$ cat src/rtl/sop_pkg.sv
package sop_pkg;

   typedef enum logic [3:0] {
      K_CLR, K_COM, K_INC, K_DEC, K_NEG, K_ADC, K_SBC, K_TST,
      K_ROR, K_ROL, K_ASR, K_ASL, K_SXT, K_SWAB, K_NONE
   } sop_kind_e;

   typedef struct packed {
      logic n;
      logic z;
      logic v;
      logic c;
   } ccode_t;

   localparam int OPHI_W = 10;

endpackage

$ cat src/rtl/sop_decode.sv
module sop_decode
   import sop_pkg::*;
#(
   parameter bit BYTE_OPS = 1'b1
) (
   input  logic [OPHI_W-1:0] op_hi,
   output sop_kind_e         kind,
   output logic              is_byte
);

   localparam logic [OPHI_W-1:0] SWAP_PAT = 10'b0000000011;

   logic [5:0] fn;
   logic       grp_ok;

   assign fn      = op_hi[5:0];
   assign grp_ok  = (op_hi[8:6] == 3'b000);
   assign is_byte = op_hi[9];

   always_comb begin
      kind = K_NONE;
      if (op_hi == SWAP_PAT) begin
         kind = K_SWAB;
      end else if (grp_ok && !(is_byte && !BYTE_OPS)) begin
         case (fn)
            6'o50:   kind = K_CLR;
            6'o51:   kind = K_COM;
            6'o52:   kind = K_INC;
            6'o53:   kind = K_DEC;
            6'o54:   kind = K_NEG;
            6'o55:   kind = K_ADC;
            6'o56:   kind = K_SBC;
            6'o57:   kind = K_TST;
            6'o60:   kind = K_ROR;
            6'o61:   kind = K_ROL;
            6'o62:   kind = K_ASR;
            6'o63:   kind = K_ASL;
            6'o67:   kind = is_byte ? K_NONE : K_SXT;
            default: kind = K_NONE;
         endcase
      end
   end

endmodule

$ cat src/rtl/sop_core.sv
module sop_core
   import sop_pkg::*;
#(
   parameter int W = 16
) (
   input  sop_kind_e    kind,
   input  logic [W-1:0] x,
   input  ccode_t       cin,
   output logic [W-1:0] r,
   output ccode_t       cout,
   output logic         wr
);

   localparam int MSB = W - 1;

   logic [W:0]   add_ext;
   logic [W-1:0] sub_c;

   assign add_ext = {1'b0, x} + {{W{1'b0}}, cin.c};
   assign sub_c   = x - {{(W-1){1'b0}}, cin.c};

   always_comb begin
      r    = x;
      cout = cin;
      wr   = 1'b1;
      case (kind)
         K_CLR: begin
            r      = '0;
            cout.v = 1'b0;
            cout.c = 1'b0;
         end
         K_COM: begin
            r      = ~x;
            cout.v = 1'b0;
            cout.c = 1'b1;
         end
         K_INC: begin
            r      = x + 1'b1;
            cout.v = ~x[MSB] & r[MSB];
         end
         K_DEC: begin
            r      = x - 1'b1;
            cout.v = x[MSB] & ~r[MSB];
         end
         K_NEG: begin
            r      = ~x + 1'b1;
            cout.v = x[MSB] & r[MSB];
            cout.c = |r;
         end
         K_ADC: begin
            r      = add_ext[W-1:0];
            cout.v = ~x[MSB] & r[MSB];
            cout.c = add_ext[W];
         end
         K_SBC: begin
            r      = sub_c;
            cout.v = x[MSB] & ~r[MSB];
            cout.c = cin.c & ~(|x);
         end
         K_TST: begin
            wr     = 1'b0;
            cout.v = 1'b0;
            cout.c = 1'b0;
         end
         K_ROR: begin
            r      = {cin.c, x[MSB:1]};
            cout.c = x[0];
         end
         K_ROL: begin
            r      = {x[MSB-1:0], cin.c};
            cout.c = x[MSB];
         end
         K_ASR: begin
            r      = {x[MSB], x[MSB:1]};
            cout.c = x[0];
         end
         K_ASL: begin
            r      = {x[MSB-1:0], 1'b0};
            cout.c = x[MSB];
         end
         K_SXT: begin
            r      = {W{cin.n}};
            cout.v = 1'b0;
         end
         default: begin
            wr = 1'b0;
         end
      endcase

      if (kind != K_NONE && kind != K_SXT && kind != K_SWAB) begin
         cout.n = r[MSB];
         cout.z = ~(|r);
      end
      if (kind == K_SXT) begin
         cout.z = ~cin.n;
      end
      if (kind inside {K_ROR, K_ROL, K_ASR, K_ASL}) begin
         cout.v = cout.n ^ cout.c;
      end
   end

endmodule

$ cat src/rtl/sop_alu.sv
module sop_alu
   import sop_pkg::*;
#(
   parameter int WIDTH    = 16,
   parameter bit BYTE_OPS = 1'b1
) (
   input  logic                 clk,
   input  logic                 rst_n,
   input  logic                 in_valid,
   input  logic [OPHI_W-1:0]    op_hi,
   input  logic [WIDTH-1:0]     operand,
   input  logic [3:0]           flags_in,
   output logic                 out_valid,
   output logic [WIDTH-1:0]     result,
   output logic [3:0]           flags_out,
   output logic                 wr_en
);

   localparam int HALF = WIDTH / 2;

   generate
      if (WIDTH < 4 || (WIDTH % 2) != 0) begin : g_bad_width
         $error("sop_alu: WIDTH must be even and at least 4");
      end
   endgenerate

   sop_kind_e kind;
   logic      is_byte;
   ccode_t    cc_in;

   assign cc_in = ccode_t'(flags_in);

   sop_decode #(.BYTE_OPS(BYTE_OPS)) u_dec (
      .op_hi   (op_hi),
      .kind    (kind),
      .is_byte (is_byte)
   );

   logic [WIDTH-1:0] w_res;
   ccode_t           w_cc;
   logic             w_wr;

   sop_core #(.W(WIDTH)) u_word (
      .kind (kind),
      .x    (operand),
      .cin  (cc_in),
      .r    (w_res),
      .cout (w_cc),
      .wr   (w_wr)
   );

   logic [HALF-1:0] b_res;
   ccode_t          b_cc;
   logic            b_wr;

   generate
      if (BYTE_OPS) begin : g_byte_lane
         sop_core #(.W(HALF)) u_byte (
            .kind (kind),
            .x    (operand[HALF-1:0]),
            .cin  (cc_in),
            .r    (b_res),
            .cout (b_cc),
            .wr   (b_wr)
         );
      end else begin : g_no_byte_lane
         assign b_res = operand[HALF-1:0];
         assign b_cc  = cc_in;
         assign b_wr  = 1'b0;
      end
   endgenerate

   logic [WIDTH-1:0] swap_res;
   ccode_t           swap_cc;

   assign swap_res   = {operand[HALF-1:0], operand[WIDTH-1:HALF]};
   assign swap_cc.n  = swap_res[HALF-1];
   assign swap_cc.z  = ~(|swap_res[HALF-1:0]);
   assign swap_cc.v  = 1'b0;
   assign swap_cc.c  = 1'b0;

   logic [WIDTH-1:0] nxt_res;
   ccode_t           nxt_cc;
   logic             nxt_wr;

   always_comb begin
      if (kind == K_SWAB) begin
         nxt_res = swap_res;
         nxt_cc  = swap_cc;
         nxt_wr  = 1'b1;
      end else if (is_byte) begin
         nxt_res = {operand[WIDTH-1:HALF], b_res};
         nxt_cc  = b_cc;
         nxt_wr  = b_wr;
      end else begin
         nxt_res = w_res;
         nxt_cc  = w_cc;
         nxt_wr  = w_wr;
      end
   end

   always_ff @(posedge clk or negedge rst_n) begin
      if (!rst_n) begin
         out_valid <= 1'b0;
         result    <= '0;
         flags_out <= '0;
         wr_en     <= 1'b0;
      end else begin
         out_valid <= in_valid;
         wr_en     <= in_valid & nxt_wr;
         if (in_valid) begin
            result    <= nxt_res;
            flags_out <= nxt_cc;
         end
      end
   end

endmodule

$ cat config.mk
export PLATFORM = sky130hd
export DESIGN_NAME = sop_alu
export DESIGN_NICKNAME = d
export VERILOG_FILES = /design/src/rtl/sop_pkg.sv /design/src/rtl/sop_decode.sv /design/src/rtl/sop_core.sv /design/src/rtl/sop_alu.sv
export SDC_FILE = /design/constraint.sdc
export NUM_CORES = 1
export LEC_CHECK = 0
export BUFFER_PORTS_ARGS = -buffer_cell sky130_fd_sc_hd__buf_2
export CAP_MARGIN = 40
export CORE_MARGIN = 3
export CORE_UTILIZATION = 54
export CTS_CLUSTER_DIAMETER = 30
export DETAILED_ROUTE_END_ITERATION = 10
export GPL_TIMING_DRIVEN = 1
export HOLD_SLACK_MARGIN = 0.03
export MAX_ROUTING_LAYER = met4
export PLACE_DENSITY = 0.75
export SYNTH_ARGS = -nofsm -noshare
export SYNTH_HDL_FRONTEND = slang
export SYNTH_SLANG_ARGS = --single-unit
$ cat constraint.sdc
create_clock -name clk -period 0.9 [get_ports clk]
set_clock_uncertainty 0.1 [all_clocks]
set_input_delay 0.27 -clock clk [delete_from_list [all_inputs] [get_ports clk]]
set_output_delay 0.27 -clock clk [all_outputs]
set_load 0.01 [all_outputs]
==> results of run 1 <==
[per-stage QoR]
step / setup WS [ns] / setup TNS, ns
after floorplan: -2.14 / -32.88
after global placement: -2.36 / -44.00
after detailed placement: -2.49 / -45.16
[cells in the mapped netlist (4+ instances only)]
cell	instances
o211ai_1	8
nor4_1	17
ha_1	6
mux2i_1	17
a22o_1	5
o22ai_1	10
buf_2	5
o31ai_1	7
o21ai_0	40
a21o_1	4
a21oi_1	56
nor3b_1	4
nand4_1	7
o2bb2ai_1	6
nand3_1	26
or4_1	12
nand2_1	69
dfrtp_1	22
nor3_1	29
a211oi_1	20
a31oi_1	10
nand2b_1	6
or3_1	12
and3_1	9
inv_1	8
clkbuf_1	52
and2_1	4
nor2_1	69
o2111ai_1	7
[kinds of logic after synthesis]
logic type | synth area share, %
xor gates and xnor gates | 1.30
adders and majority gates | 1.86
DFF | 13.6
muxes | 4.76
buffers and inverters | 6.46
AOI/OAI and AO/OA | 36.5
and+or+nand+nor | 35.6
==> summary.md, run 1 <==
| Metric | Value |
|---|---|
| Die X | `92.6 um` |
| Post-synth EDFFs | `0` |
| Post-synth design cell area | `4050 sq um` |
| Syn nets | `662` |
| Mapped Cells | `623` |
| Synth cell types | `67` |
| Longest Clk Path Bufs | `2` |
| Ys flop type | `dfrtp_1` |
| Site Rows | `30` |
| Status | `did not finish` |
| Area leader, netlist | `dfrtp_1` |
| Setup Fix Bufs, Post-CTS | `52` |
| CTS H-tree lvls | `1` |
| Log Error | `[ERROR DPL-0038] Utilization greater than 100%, impossible to legalize` |
| # IOs | `55` |
| GPL Wtd Cong | `1.21` |
| Port Buffers | `54` |
| DPL Wire Length | `16200 um` |
| Num CTS Buffers | `3` |
| Sequential area share after synthesis | `13.6%` |
| Syn avg cell area | `6.49 sq um` |
| Synth Warn # | `0` |
| Top cell type's share of synthesized area | `13.6%` |
| Area contributors post-synth | `dfrtp_1, a21oi_1, nand2_1, nor2_1, o21ai_0` |
| Ys async rst share | `100%` |
| Clock root buffer | `clkbuf_8` |
| Initial core utilization | `57.6%` |
| DP Area | `6060 sq um` |
| TritonCTS Sinks | `22` |
| DIE HEIGHT | `92.6 um` |
| Register bit total from synthesis | `22` |
| Inst Count DP | `925` |
| Last stage | `4_1_cts` |
| Cts repair resizes | `173` |
==> run 2: changes to the inputs <==
--- a/config.mk
+++ b/config.mk
@@ -8,13 +8,10 @@
 export BUFFER_PORTS_ARGS = -buffer_cell sky130_fd_sc_hd__buf_2
 export CAP_MARGIN = 40
 export CORE_MARGIN = 3
-export CORE_UTILIZATION = 54
-export CTS_CLUSTER_DIAMETER = 30
+export CORE_UTILIZATION = 40
 export DETAILED_ROUTE_END_ITERATION = 10
 export GPL_TIMING_DRIVEN = 1
-export HOLD_SLACK_MARGIN = 0.03
-export MAX_ROUTING_LAYER = met4
-export PLACE_DENSITY = 0.75
+export PLACE_DENSITY_LB_ADDON = 0.15
 export SYNTH_ARGS = -nofsm -noshare
 export SYNTH_HDL_FRONTEND = slang
 export SYNTH_SLANG_ARGS = --single-unit
==> constraint.sdc (replaced) <==
create_clock -name clk -period 1.2 [get_ports clk]
set_clock_uncertainty 0.1 [all_clocks]
set_input_delay 0.36 -clock clk [delete_from_list [all_inputs] [get_ports clk]]
set_output_delay 0.36 -clock clk [all_outputs]
set_load 0.01 [all_outputs]
==> run 2 against run 1 <==
Synthesized cell count did not move. The flow now finishes, with violations (negative setup slack). Area after synthesis is the same.
==> summary.md, run 2 <==
| Metric | Value |
|---|---|
| # diodes | `0` |
| Ys async rst share | `100%` |
| DRT iter0 DRCs | `712` |
| Failing checks | `negative setup slack` |
| Critical path endpoint category | `flip-flop` |
| Crit Path Category | `input port to flip-flop` |
| Worst R2R Start | `flags_out[2]` |
| CTS H-tree lvls | `1` |
| Worst VDD drop | `542 uV` |
| Pre-CTS setup slack | `-2.20 ns` |
| Worst Hold Class | `input port to flip-flop` |
| Area contributors post-synth | `dfrtp_1, a21oi_1, nand2_1, nor2_1, o21ai_0` |
| Post-synth design cell area | `4050 sq um` |
| Status | `complete, but fails checks` |
| Final setup vio count | `43` |
| Post-synth EDFFs | `0` |
| Largest net degree at the start of global routing | `23` |
| Critical path launch point | `op_hi[2]` |
| Num CTS Buffers | `3` |
| Most common cell after layout, fill and taps aside | `buf_4` |
| Crit path DAT | `3.14 ns` |
| Syn avg cell area | `6.49 sq um` |
| Clock Pin Slew Worst Setup and Hold Paths | `0.09 ns` |
| Share of cells above drive strength 1 | `53.5%` |
| Lkg Pwr | `3.15 nW` |
| First-pass GRT wire length | `33900 um` |
| Worst Tran Pin Value | `0.693 ns` |
| DR WL/cell | `22.1 um` |
| Initial antenna violation count | `0` |
| Ys flop type | `dfrtp_1` |
| Longest Clk Path Bufs | `2` |
| Max reg flops | `16` |
| Initial core utilization | `41.2%` |
| Tcrit/Tclk final | `253%` |
| Mapped Cells | `623` |
| Pwr/cell area | `429 nW/um^2` |
| Final Slew Violations | `0` |
| CTS tree | `done` |
| Hold path startpoint | `in_valid` |
| Largest Register | `result` |
| RSZ-0062 raised after global routing | `true` |
| Final ANT Viol Nets | `0` |
| Die ar. | `11400 sq um` |
| Register bit total from synthesis | `22` |
| Top post-synthesis cells by count | `nand2_1, nor2_1, a21oi_1` |
| Core region area | `9820 sq um` |
| Area leader, netlist | `dfrtp_1` |
| Worst Path Required | `1.30 ns` |
| Final #Nets | `944` |
| Max-cap violation count | `0` |
| Via Count | `6747` |
| GR Overflow Total | `0` |
| Clk Latency, worst-skew pair | `0.27 ns` |
| Synth cell types | `67` |
| Worst hold slack | `0.366 ns` |
| Drt pass-1 iters | `8` |
| Site Rows | `36` |
| Synth Warn # | `0` |
| Startpoint Class | `input port` |
| TritonCTS Sinks | `22` |
| Vias in the first global route | `6301` |
| Largest registers | `result: 16 flops, flags_out: 4 flops` |
| DPL Wire Length | `17000 um` |
| Commonest cells after routing, fill and taps aside | `buf_4, nand2_1, nor2_1` |
| Final WL | `22900 um` |
| Top cell type's share of synthesized area | `13.6%` |
| Combined area of the multi-input logic cells | `4090 sq um` |
| DIE HEIGHT | `107 um` |
| Setup TNS Final | `-32.35 ns` |
| # IOs | `55` |
| Port Buffers | `54` |
| Fillers | `730` |
| Register Area | `551 sq um` |
| Peak Freq | `330 MHz` |
| Layout area overhead | `87.5%` |
| Post-layout min period | `3.03 ns` |
| Die X | `107 um` |
| Clock root buffer | `clkbuf_8` |
| Min setup slack post-route | `-1.83 ns` |
| Gr usage total | `37.7%` |
| Final hold violation count | `0` |
| GPL Wtd Cong | `1.10` |
| Vias per cell | `6.51` |
| Sequential area share after synthesis | `13.6%` |
| Slew margin rel. | `53.4%` |
| CP max FO | `8` |
| Drc violations | `0` |
| Syn nets | `662` |
## run 2: cell counts after synthesis
No cell type changed its count.
## run 2: final timing paths
path                                     end  slack (ns)  cells after the start
worst max-delay path            flags_out[2]       -1.83                     11
worst min-delay path               out_valid        0.37                      2
worst max register to register  flags_out[2]        0.10                      3
worst min register to register    result[13]        0.39                      1
max in group asynchronous          result[9]        0.15                      2
min in group asynchronous         result[12]        0.50                      2
## run 2: what timing repair did
item | CTS | global route
pin swaps | 43 | 67
hold endpoints to repair | 22 | 0
setup endpoints to repair | 43 | 43
setup buffers | 29 | 28
hold buffers | 1 | 0
gates cloned | 0 | 1
resized for setup | 71 | 126
## run 2: kinds of logic (layout without fill, tap and decap cells)
logic type	count (synthesis)	in the layout	share of synthesized area, %
and+or+nand+nor	285	285	35.6
AOI/OAI and AO/OA	217	217	36.5
buffers and inverters	68	349	6.46
DFF	22	22	13.6
muxes	19	19	4.76
adders and majority gates	6	6	1.86
xor gates and xnor gates	6	6	1.30
## run 2: layout make-up
cell class / instances / area share, %
Clock buffer: 3 / 0.544
Timing Repair Buffer: 337 / 35.1
Tap cell: 133 / 2.19
Clock inverter: 1 / 0.396
Inverter: 8 / 0.627
Sequential cell: 22 / 7.26
Multi-Input combinational cell: 533 / 53.9
## run 2: metrics by stage
stage | utilization, % | area (sq um) | std cells | total power, W
final | 77.3 | 7590 | 1037 | 0.00325
after global routing | 77.3 | 7590 | 1037 | 0.00338
after CTS | 70.0 | 6880 | 1015 | 0.00303
after detailed placement | 64.0 | 6280 | 982 | 0.00219
after global placement | 64.0 | 6280 | 982 | 0.00217
after floorplan | - | 4470 | 623 | 0.00153
## run 2: worst max-delay path: stages
cell,delay [ns]
buf_4,0.14
or3b_4,0.40
a21o_1,0.19
nor3b_4,0.16
a211oi_4,0.25
buf_6,0.16
nand3_1,0.10
a22o_1,0.21
or4_1,0.51
or4_1,0.49
o21bai_1,0.15
## run 2: routing by layer
metal / vias to the layer above / track usage (%) / routed length [um]
met5: - / 0 / 0
met4: 0 / 14.2 / 1290
met3: 150 / 8.97 / 2650
met2: 498 / 63.5 / 10600
met1: 3131 / 46.7 / 8410
li1: 2968 / - / -
## run 2: power by group
group,leakage (nW),switching [W],internal (W)
Combinational,2.85,0.000891,0.000797
Sequential,0.259,0.0000389,0.000812
Clock,0.0357,0.000268,0.000446
(Power assumes the default switching activity.)
==> run 3: changes to the inputs <==
==> constraint.sdc (replaced) <==
create_clock -name clk -period 3.55 [get_ports clk]
set_clock_uncertainty 0.1 [all_clocks]
set_input_delay 1.065 -clock clk [delete_from_list [all_inputs] [get_ports clk]]
set_output_delay 1.065 -clock clk [all_outputs]
set_load 0.01 [all_outputs]
==> run 3 against run 2 <==
The run still ends with negative setup slack left. Routed wire length fell by 1.7%. Global-route usage rose by 0.41 points. Non-clock buffer count fell by 61. Combinational power fell by 72%. Die area did not move. Core utilization fell by 11 points. Clock-buffer cell count did not move. Sequential share of layout area rose by 1.2 points. Critical path type unchanged.
==> summary.md, run 3 (synthesized netlist as in run 2, its figures left out) <==
| Metric | Value |
|---|---|
| DIE HEIGHT | `107 um` |
| GPL Wtd Cong | `1.06` |
| Worst VDD drop | `197 uV` |
| DR WL/cell | `23.1 um` |
| WHS Path Cells | `1` |
| Drc violations | `0` |
| Worst Path Required | `3.65 ns` |
| Met1 Use GR | `50.1%` |
| Final hold violation count | `0` |
| Via Count | `6404` |
| Lkg Pwr | `2.72 nW` |
| Largest delay share family, worst path | `simple AND/OR/NAND/NOR gates` |
| Worst r2r dst | `flags_out[2]` |
| Final non-filler cell area | `6550 sq um` |
| Initial core utilization | `41.2%` |
| Max-cap violation count | `0` |
| Vias in the first global route | `6108` |
| Gr usage total | `38.1%` |
| Crit path DAT | `3.88 ns` |
| Vias per cell | `6.56` |
| DP Area | `5930 sq um` |
| Worst Hold Endpoint | `flags_out[0]` |
| CTS H-tree lvls | `1` |
| Buf+Inv Stages, Crit Path | `1` |
| Tcrit/Tclk final | `107%` |
| Global routing usage on met3 | `5.96%` |
| Slowest-stage cell, CP | `or4b_4` |
| TritonCTS Sinks | `22` |
| Largest Register | `result` |
| Part of the power in registers | `28.5%` |
| DPL Wire Length | `17400 um` |
| First-pass GRT wire length | `33900 um` |
| Site Rows | `36` |
| Post-layout min period | `3.78 ns` |
| Final WL | `22600 um` |
| Failing checks | `negative setup slack` |
| Min setup slack post-route | `-0.233 ns` |
| Switch share | `37.5%` |
| CP peak stage delay | `0.57 ns` |
| R2R setup slack | `2.52 ns` |
| Initial antenna violation count | `0` |
| Largest registers | `result: 16 flops, flags_out: 4 flops` |
| Clock Pin Slew Worst Setup and Hold Paths | `0.08 ns` |
| Num CTS Buffers | `3` |
| Hold path startpoint | `flags_out[0]` |
| Drt pass-1 iters | `5` |
| Longest Clk Path Bufs | `2` |
| Die ar. | `11400 sq um` |
| # IOs | `55` |
| Share of cells above drive strength 1 | `44.1%` |
| Final Slew Violations | `0` |
| Gr busiest metal | `met2` |
| Core region area | `9820 sq um` |
| Largest net degree at the start of global routing | `23` |
| Final ANT Viol Nets | `0` |
| Fillers | `904` |
| Commonest cells after routing, fill and taps aside | `buf_4, nand2_1, nor2_1` |
| Worst Hold Class | `flip-flop to flip-flop` |
| Pwr/cell area | `154 nW/um^2` |
| Layout area overhead | `61.8%` |
| GR Overflow Total | `0` |
| Clock root buffer | `clkbuf_8` |
| CP cell instances | `buf_2 > or4b_4 > a21o_4 > nand2_4 > mux2i_2 > o21ai_2 > or4_4 > a21oi_2 > a21oi_1 > or4_1 > o21bai_1` |
| Startpoint Class | `input port` |
| Slew margin rel. | `52.3%` |
| Psw | `0.000378 W` |
| CP max FO | `5` |
| R2R cell count | `3` |
| Crit Path Category | `input port to flip-flop` |
| Peak Freq | `264 MHz` |
| # diodes | `0` |
| Final #Nets | `883` |
| Final setup vio count | `5` |
| Port Buffers | `54` |
| Worst R2R Start | `flags_out[2]` |
| Clk Latency, worst-skew pair | `0.27 ns` |
| RSZ-0062 raised after global routing | `true` |
| Power Total | `0.00101 W` |
| Combinational Power Share | `47.6%` |
| Worst Tran Pin Value | `0.710 ns` |
| Met2 usage | `61.7%` |
| CTS tree | `done` |
| Most common cell after layout, fill and taps aside | `buf_4` |
| Critical path endpoint category | `flip-flop` |
| Clock power frac | `23.9%` |
| DRT iter0 DRCs | `685` |
| Status | `complete, but fails checks` |
| Max reg flops | `16` |
| Die X | `107 um` |
| Power Internal | `0.000631 W` |
run 3: cell count changes in the layout (fill, tap and decap cells not counted), moves of 6 or more:
cell,previous run,this run
a21oi_1,41,48
buf_4,250,213
buf_6,32,12
nand3_1,20,26
nor3_1,15,21
o21ai_0,22,33
o21ai_1,13,6
run 3: area by class of cell:
| cell class | count | area, sq um | share of cell area, % |
|---|---|---|---|
| clock buffers | 3 | 41.3 | 0.630 |
| clock inverters | 1 | 30.0 | 0.459 |
| flip-flops and latches | 22 | 551 | 8.41 |
| well taps | 133 | 166 | 2.54 |
| repair buffers | 276 | 2030 | 31.0 |
| multi-input cells | 533 | 3700 | 56.5 |
| inverters | 8 | 35.0 | 0.535 |
run 3: repair_timing:
action                                 in CTS  in global routing
buffers inserted                            8                  5
resized for setup                          33                 72
setup endpoints to repair                  12                 15
hold buffers                                0                  0
endpoints found under the hold margin       0                  0
pin swaps                                  21                 17
run 3: worst reg2reg max path, cell delays in order, from the launching register on:
cell and delay, ns:
dfrtp_1 0.39, a21oi_1 0.17, o41ai_1 0.09, o21bai_1 0.16
run 3: routing by layer:
metal | up-vias | wire length [um]
li1 | 2829 | -
met5 | - | 0
met1 | 3034 | 8680
met4 | 0 | 1270
met2 | 439 | 10300
met3 | 102 | 2290
run 3: power groups by stage:
stage	clock network [W]	registers, W	logic [W]
floorplan	0	0.000303	0.000195
global placement	0	0.000291	0.000409
detailed placement	0	0.000291	0.000416
CTS	0.000240	0.000287	0.000435
global route	0.000251	0.000290	0.000509
finish	0.000242	0.000287	0.000480
run 3: through the flow:
stage | util (%) | worst slack [ns] | cells | hold WS (ns) | setup TNS, ns
floorplan | - | -0.288 | 623 | 0.419 | -0.568
global placement | 60.3 | -0.509 | 959 | 0.370 | -5.35
detailed placement | 60.4 | -0.578 | 960 | 0.374 | -5.90
CTS | 63.0 | -0.199 | 971 | 0.397 | -0.557
global route | 66.7 | -0.322 | 976 | 0.416 | -1.09
finish | 66.7 | -0.233 | 976 | 0.395 | -0.541
run 3: worst max path at each step:
stage               start           end  slack [ns]  cells after the start
4_1_cts        operand[0]  flags_out[1]       -0.20                     13
2_1_floorplan    op_hi[0]  flags_out[2]       -0.29                     10
6_report         op_hi[7]  flags_out[2]       -0.23                     11
3_5_place_dp     op_hi[7]  flags_out[2]       -0.58                     10
5_1_grt          op_hi[5]  flags_out[2]       -0.32                     11
3_3_place_gp     op_hi[7]  flags_out[2]       -0.51                     10
==> run 4: changes to the inputs <==
--- a/config.mk
+++ b/config.mk
@@ -6,7 +6,7 @@
 export NUM_CORES = 1
 export LEC_CHECK = 0
 export BUFFER_PORTS_ARGS = -buffer_cell sky130_fd_sc_hd__buf_2
-export CAP_MARGIN = 40
+export CAP_MARGIN = 20
 export CORE_MARGIN = 3
 export CORE_UTILIZATION = 40
 export DETAILED_ROUTE_END_ITERATION = 10
==> constraint.sdc (replaced) <==
create_clock -name clk -period 3.2 [get_ports clk]
set_clock_uncertainty 0.1 [all_clocks]
set_input_delay 0.96 -clock clk [delete_from_list [all_inputs] [get_ports clk]]
set_output_delay 0.96 -clock clk [all_outputs]
set_load 0.01 [all_outputs]
==> run 4 against run 3 <==
Sequential power increased by 12%. Register-to-register slack got worse by 0.35 ns. Total power increased by 17%. Clock power increased by 12%. Core utilization increased by 7.5 points. Global-route usage increased by 1.9 points. Critical path depth increased by 4. Critical endpoint unchanged. The run still ends with negative setup slack left. Die area unchanged. Cell count increased by 3.6%. Non-clock buffer count increased by 35.
==> summary.md, run 4 (synthesized netlist as in run 2, its figures left out) <==
| Metric | Value |
|---|---|
| Final hold violation count | `0` |
| Via Count | `6536` |
| Port Buffers | `54` |
| Max reg flops | `16` |
| Share of cells above drive strength 1 | `51.6%` |
| DPL Wire Length | `17400 um` |
| Clock Pin Slew Worst Setup and Hold Paths | `0.09 ns` |
| Final WL | `23300 um` |
| Slew margin rel. | `52.5%` |
| Final non-filler cell area | `7280 sq um` |
| Final setup vio count | `17` |
| CP max FO | `5` |
| DP Area | `6180 sq um` |
| Largest Register | `result` |
| Worst VDD drop | `166 uV` |
| Final Slew Violations | `0` |
| Clock root buffer | `clkbuf_8` |
| Die X | `107 um` |
| Layout area overhead | `80.0%` |
| Core region area | `9820 sq um` |
| Die ar. | `11400 sq um` |
| # IOs | `55` |
| GPL Wtd Cong | `1.07` |
| Most common cell after layout, fill and taps aside | `buf_4` |
| DRT iter0 DRCs | `793` |
| Crit Path Category | `input port to flip-flop` |
| Drc violations | `0` |
| Worst Tran Pin Value | `0.703 ns` |
| GR Overflow Total | `0` |
| Final #Nets | `918` |
| Startpoint Class | `input port` |
| Initial core utilization | `41.2%` |
| CTS H-tree lvls | `1` |
| Pre-CTS setup slack | `-0.844 ns` |
| DIE HEIGHT | `107 um` |
| Lkg Pwr | `3.00 nW` |
| # diodes | `0` |
| Failing checks | `negative setup slack` |
| Tcrit/Tclk final | `115%` |
| Largest net degree at the start of global routing | `23` |
| Min setup slack post-route | `-0.487 ns` |
| Gr usage total | `40.0%` |
| CTS tree | `done` |
| Worst Path Required | `3.30 ns` |
| TritonCTS Sinks | `22` |
| Max-cap violation count | `0` |
| Pwr/cell area | `162 nW/um^2` |
| Vias in the first global route | `6487` |
| Initial antenna violation count | `0` |
| DR WL/cell | `23.0 um` |
| Commonest cells after routing, fill and taps aside | `buf_4, nand2_1, nor2_1` |
| Site Rows | `36` |
| Crit path DAT | `3.79 ns` |
| Num CTS Buffers | `3` |
| Hold_buf cts | `0` |
| Critical path endpoint category | `flip-flop` |
| Clk Latency, worst-skew pair | `0.27 ns` |
| Setup TNS Final | `-3.77 ns` |
| Longest Clk Path Bufs | `2` |
| Post-layout min period | `3.69 ns` |
| Final ANT Viol Nets | `0` |
| Worst Hold Class | `flip-flop to flip-flop` |
| Vias per cell | `6.46` |
| Peak Freq | `271 MHz` |
| First-pass GRT wire length | `35600 um` |
| RSZ-0062 raised after global routing | `true` |
| Status | `complete, but fails checks` |
| Largest registers | `result: 16 flops, flags_out: 4 flops` |
| Drt pass-1 iters | `6` |
run 4: changes by cell type in the layout (fill, tap and decap cells not counted), sizes merged:
cell	previous run	this run
clkbuf	4	3
buf	275	311
run 4: final timing paths:
kind,cells past startpoint,slack (ns),endpoint,start
max,15,-0.49,flags_out[2],op_hi[8]
min,2,0.39,result[0],result[0]
max reg2reg,3,2.17,flags_out[2],flags_out[2]
min reg2reg,2,0.39,result[0],result[0]
max in group asynchronous,1,2.10,result[8],rst_n
min in group asynchronous,1,0.55,result[1],rst_n
run 4: cell type report:
type / count / area [sq um]
multi-input cells: 533 / 4040
inverters: 8 / 35.0
clock inverters: 1 / 30.0
fillers: 769 / 2530
repair buffers: 311 / 2420
flip-flops and latches: 22 / 551
well taps: 133 / 166
clock buffers: 3 / 41.3
run 4: where the power goes:
part,internal (W),switching (W)
registers,0.000304,0.0000161
clock network,0.000167,0.000105
logic,0.000260,0.000325
total,0.000731,0.000446
run 4: critical path, stage by stage:
cell and delay, ns:
buf_8 0.10, or3_4 0.41, buf_6 0.15, a211oi_4 0.24, buf_6 0.15, nor2_4 0.04
buf_6 0.14, mux2i_2 0.15, xor2_1 0.18, a211oi_2 0.33, buf_4 0.18, nand3_1 0.10
nor4_2 0.36, a31oi_1 0.15, o21bai_1 0.15
run 4: repair_timing:
item                       4_1_cts  5_1_grt
pin swaps                       65       52
cloned                           0        0
gates resized for setup        127       56
setup endpoints to repair       19       20
setup buffers                   28       11
run 4: per-stage QoR:
| stage | utilization, % | total power, W | hold slack (ns) | cells |
|---|---|---|---|---|
| 6_report | 74.2 | 0.00118 | 0.394 | 1011 |
| 5_1_grt | 74.2 | 0.00122 | 0.422 | 1011 |
| 4_1_cts | 71.1 | 0.00113 | 0.400 | 1004 |
| 3_5_place_dp | 63.0 | 0.000813 | 0.372 | 976 |
| 3_3_place_gp | 63.0 | 0.000803 | 0.371 | 976 |
| 2_1_floorplan | - | 0.000561 | 0.419 | 623 |
run 4: metal layers:
metal | up-vias | global-route usage [%] | wire length [um]
met5 | - | 0 | 0
met4 | 0 | 17.4 | 1330
met3 | 110 | 6.38 | 2580
met2 | 438 | 65.3 | 10600
met1 | 3088 | 52.2 | 8790
li1 | 2900 | - | -
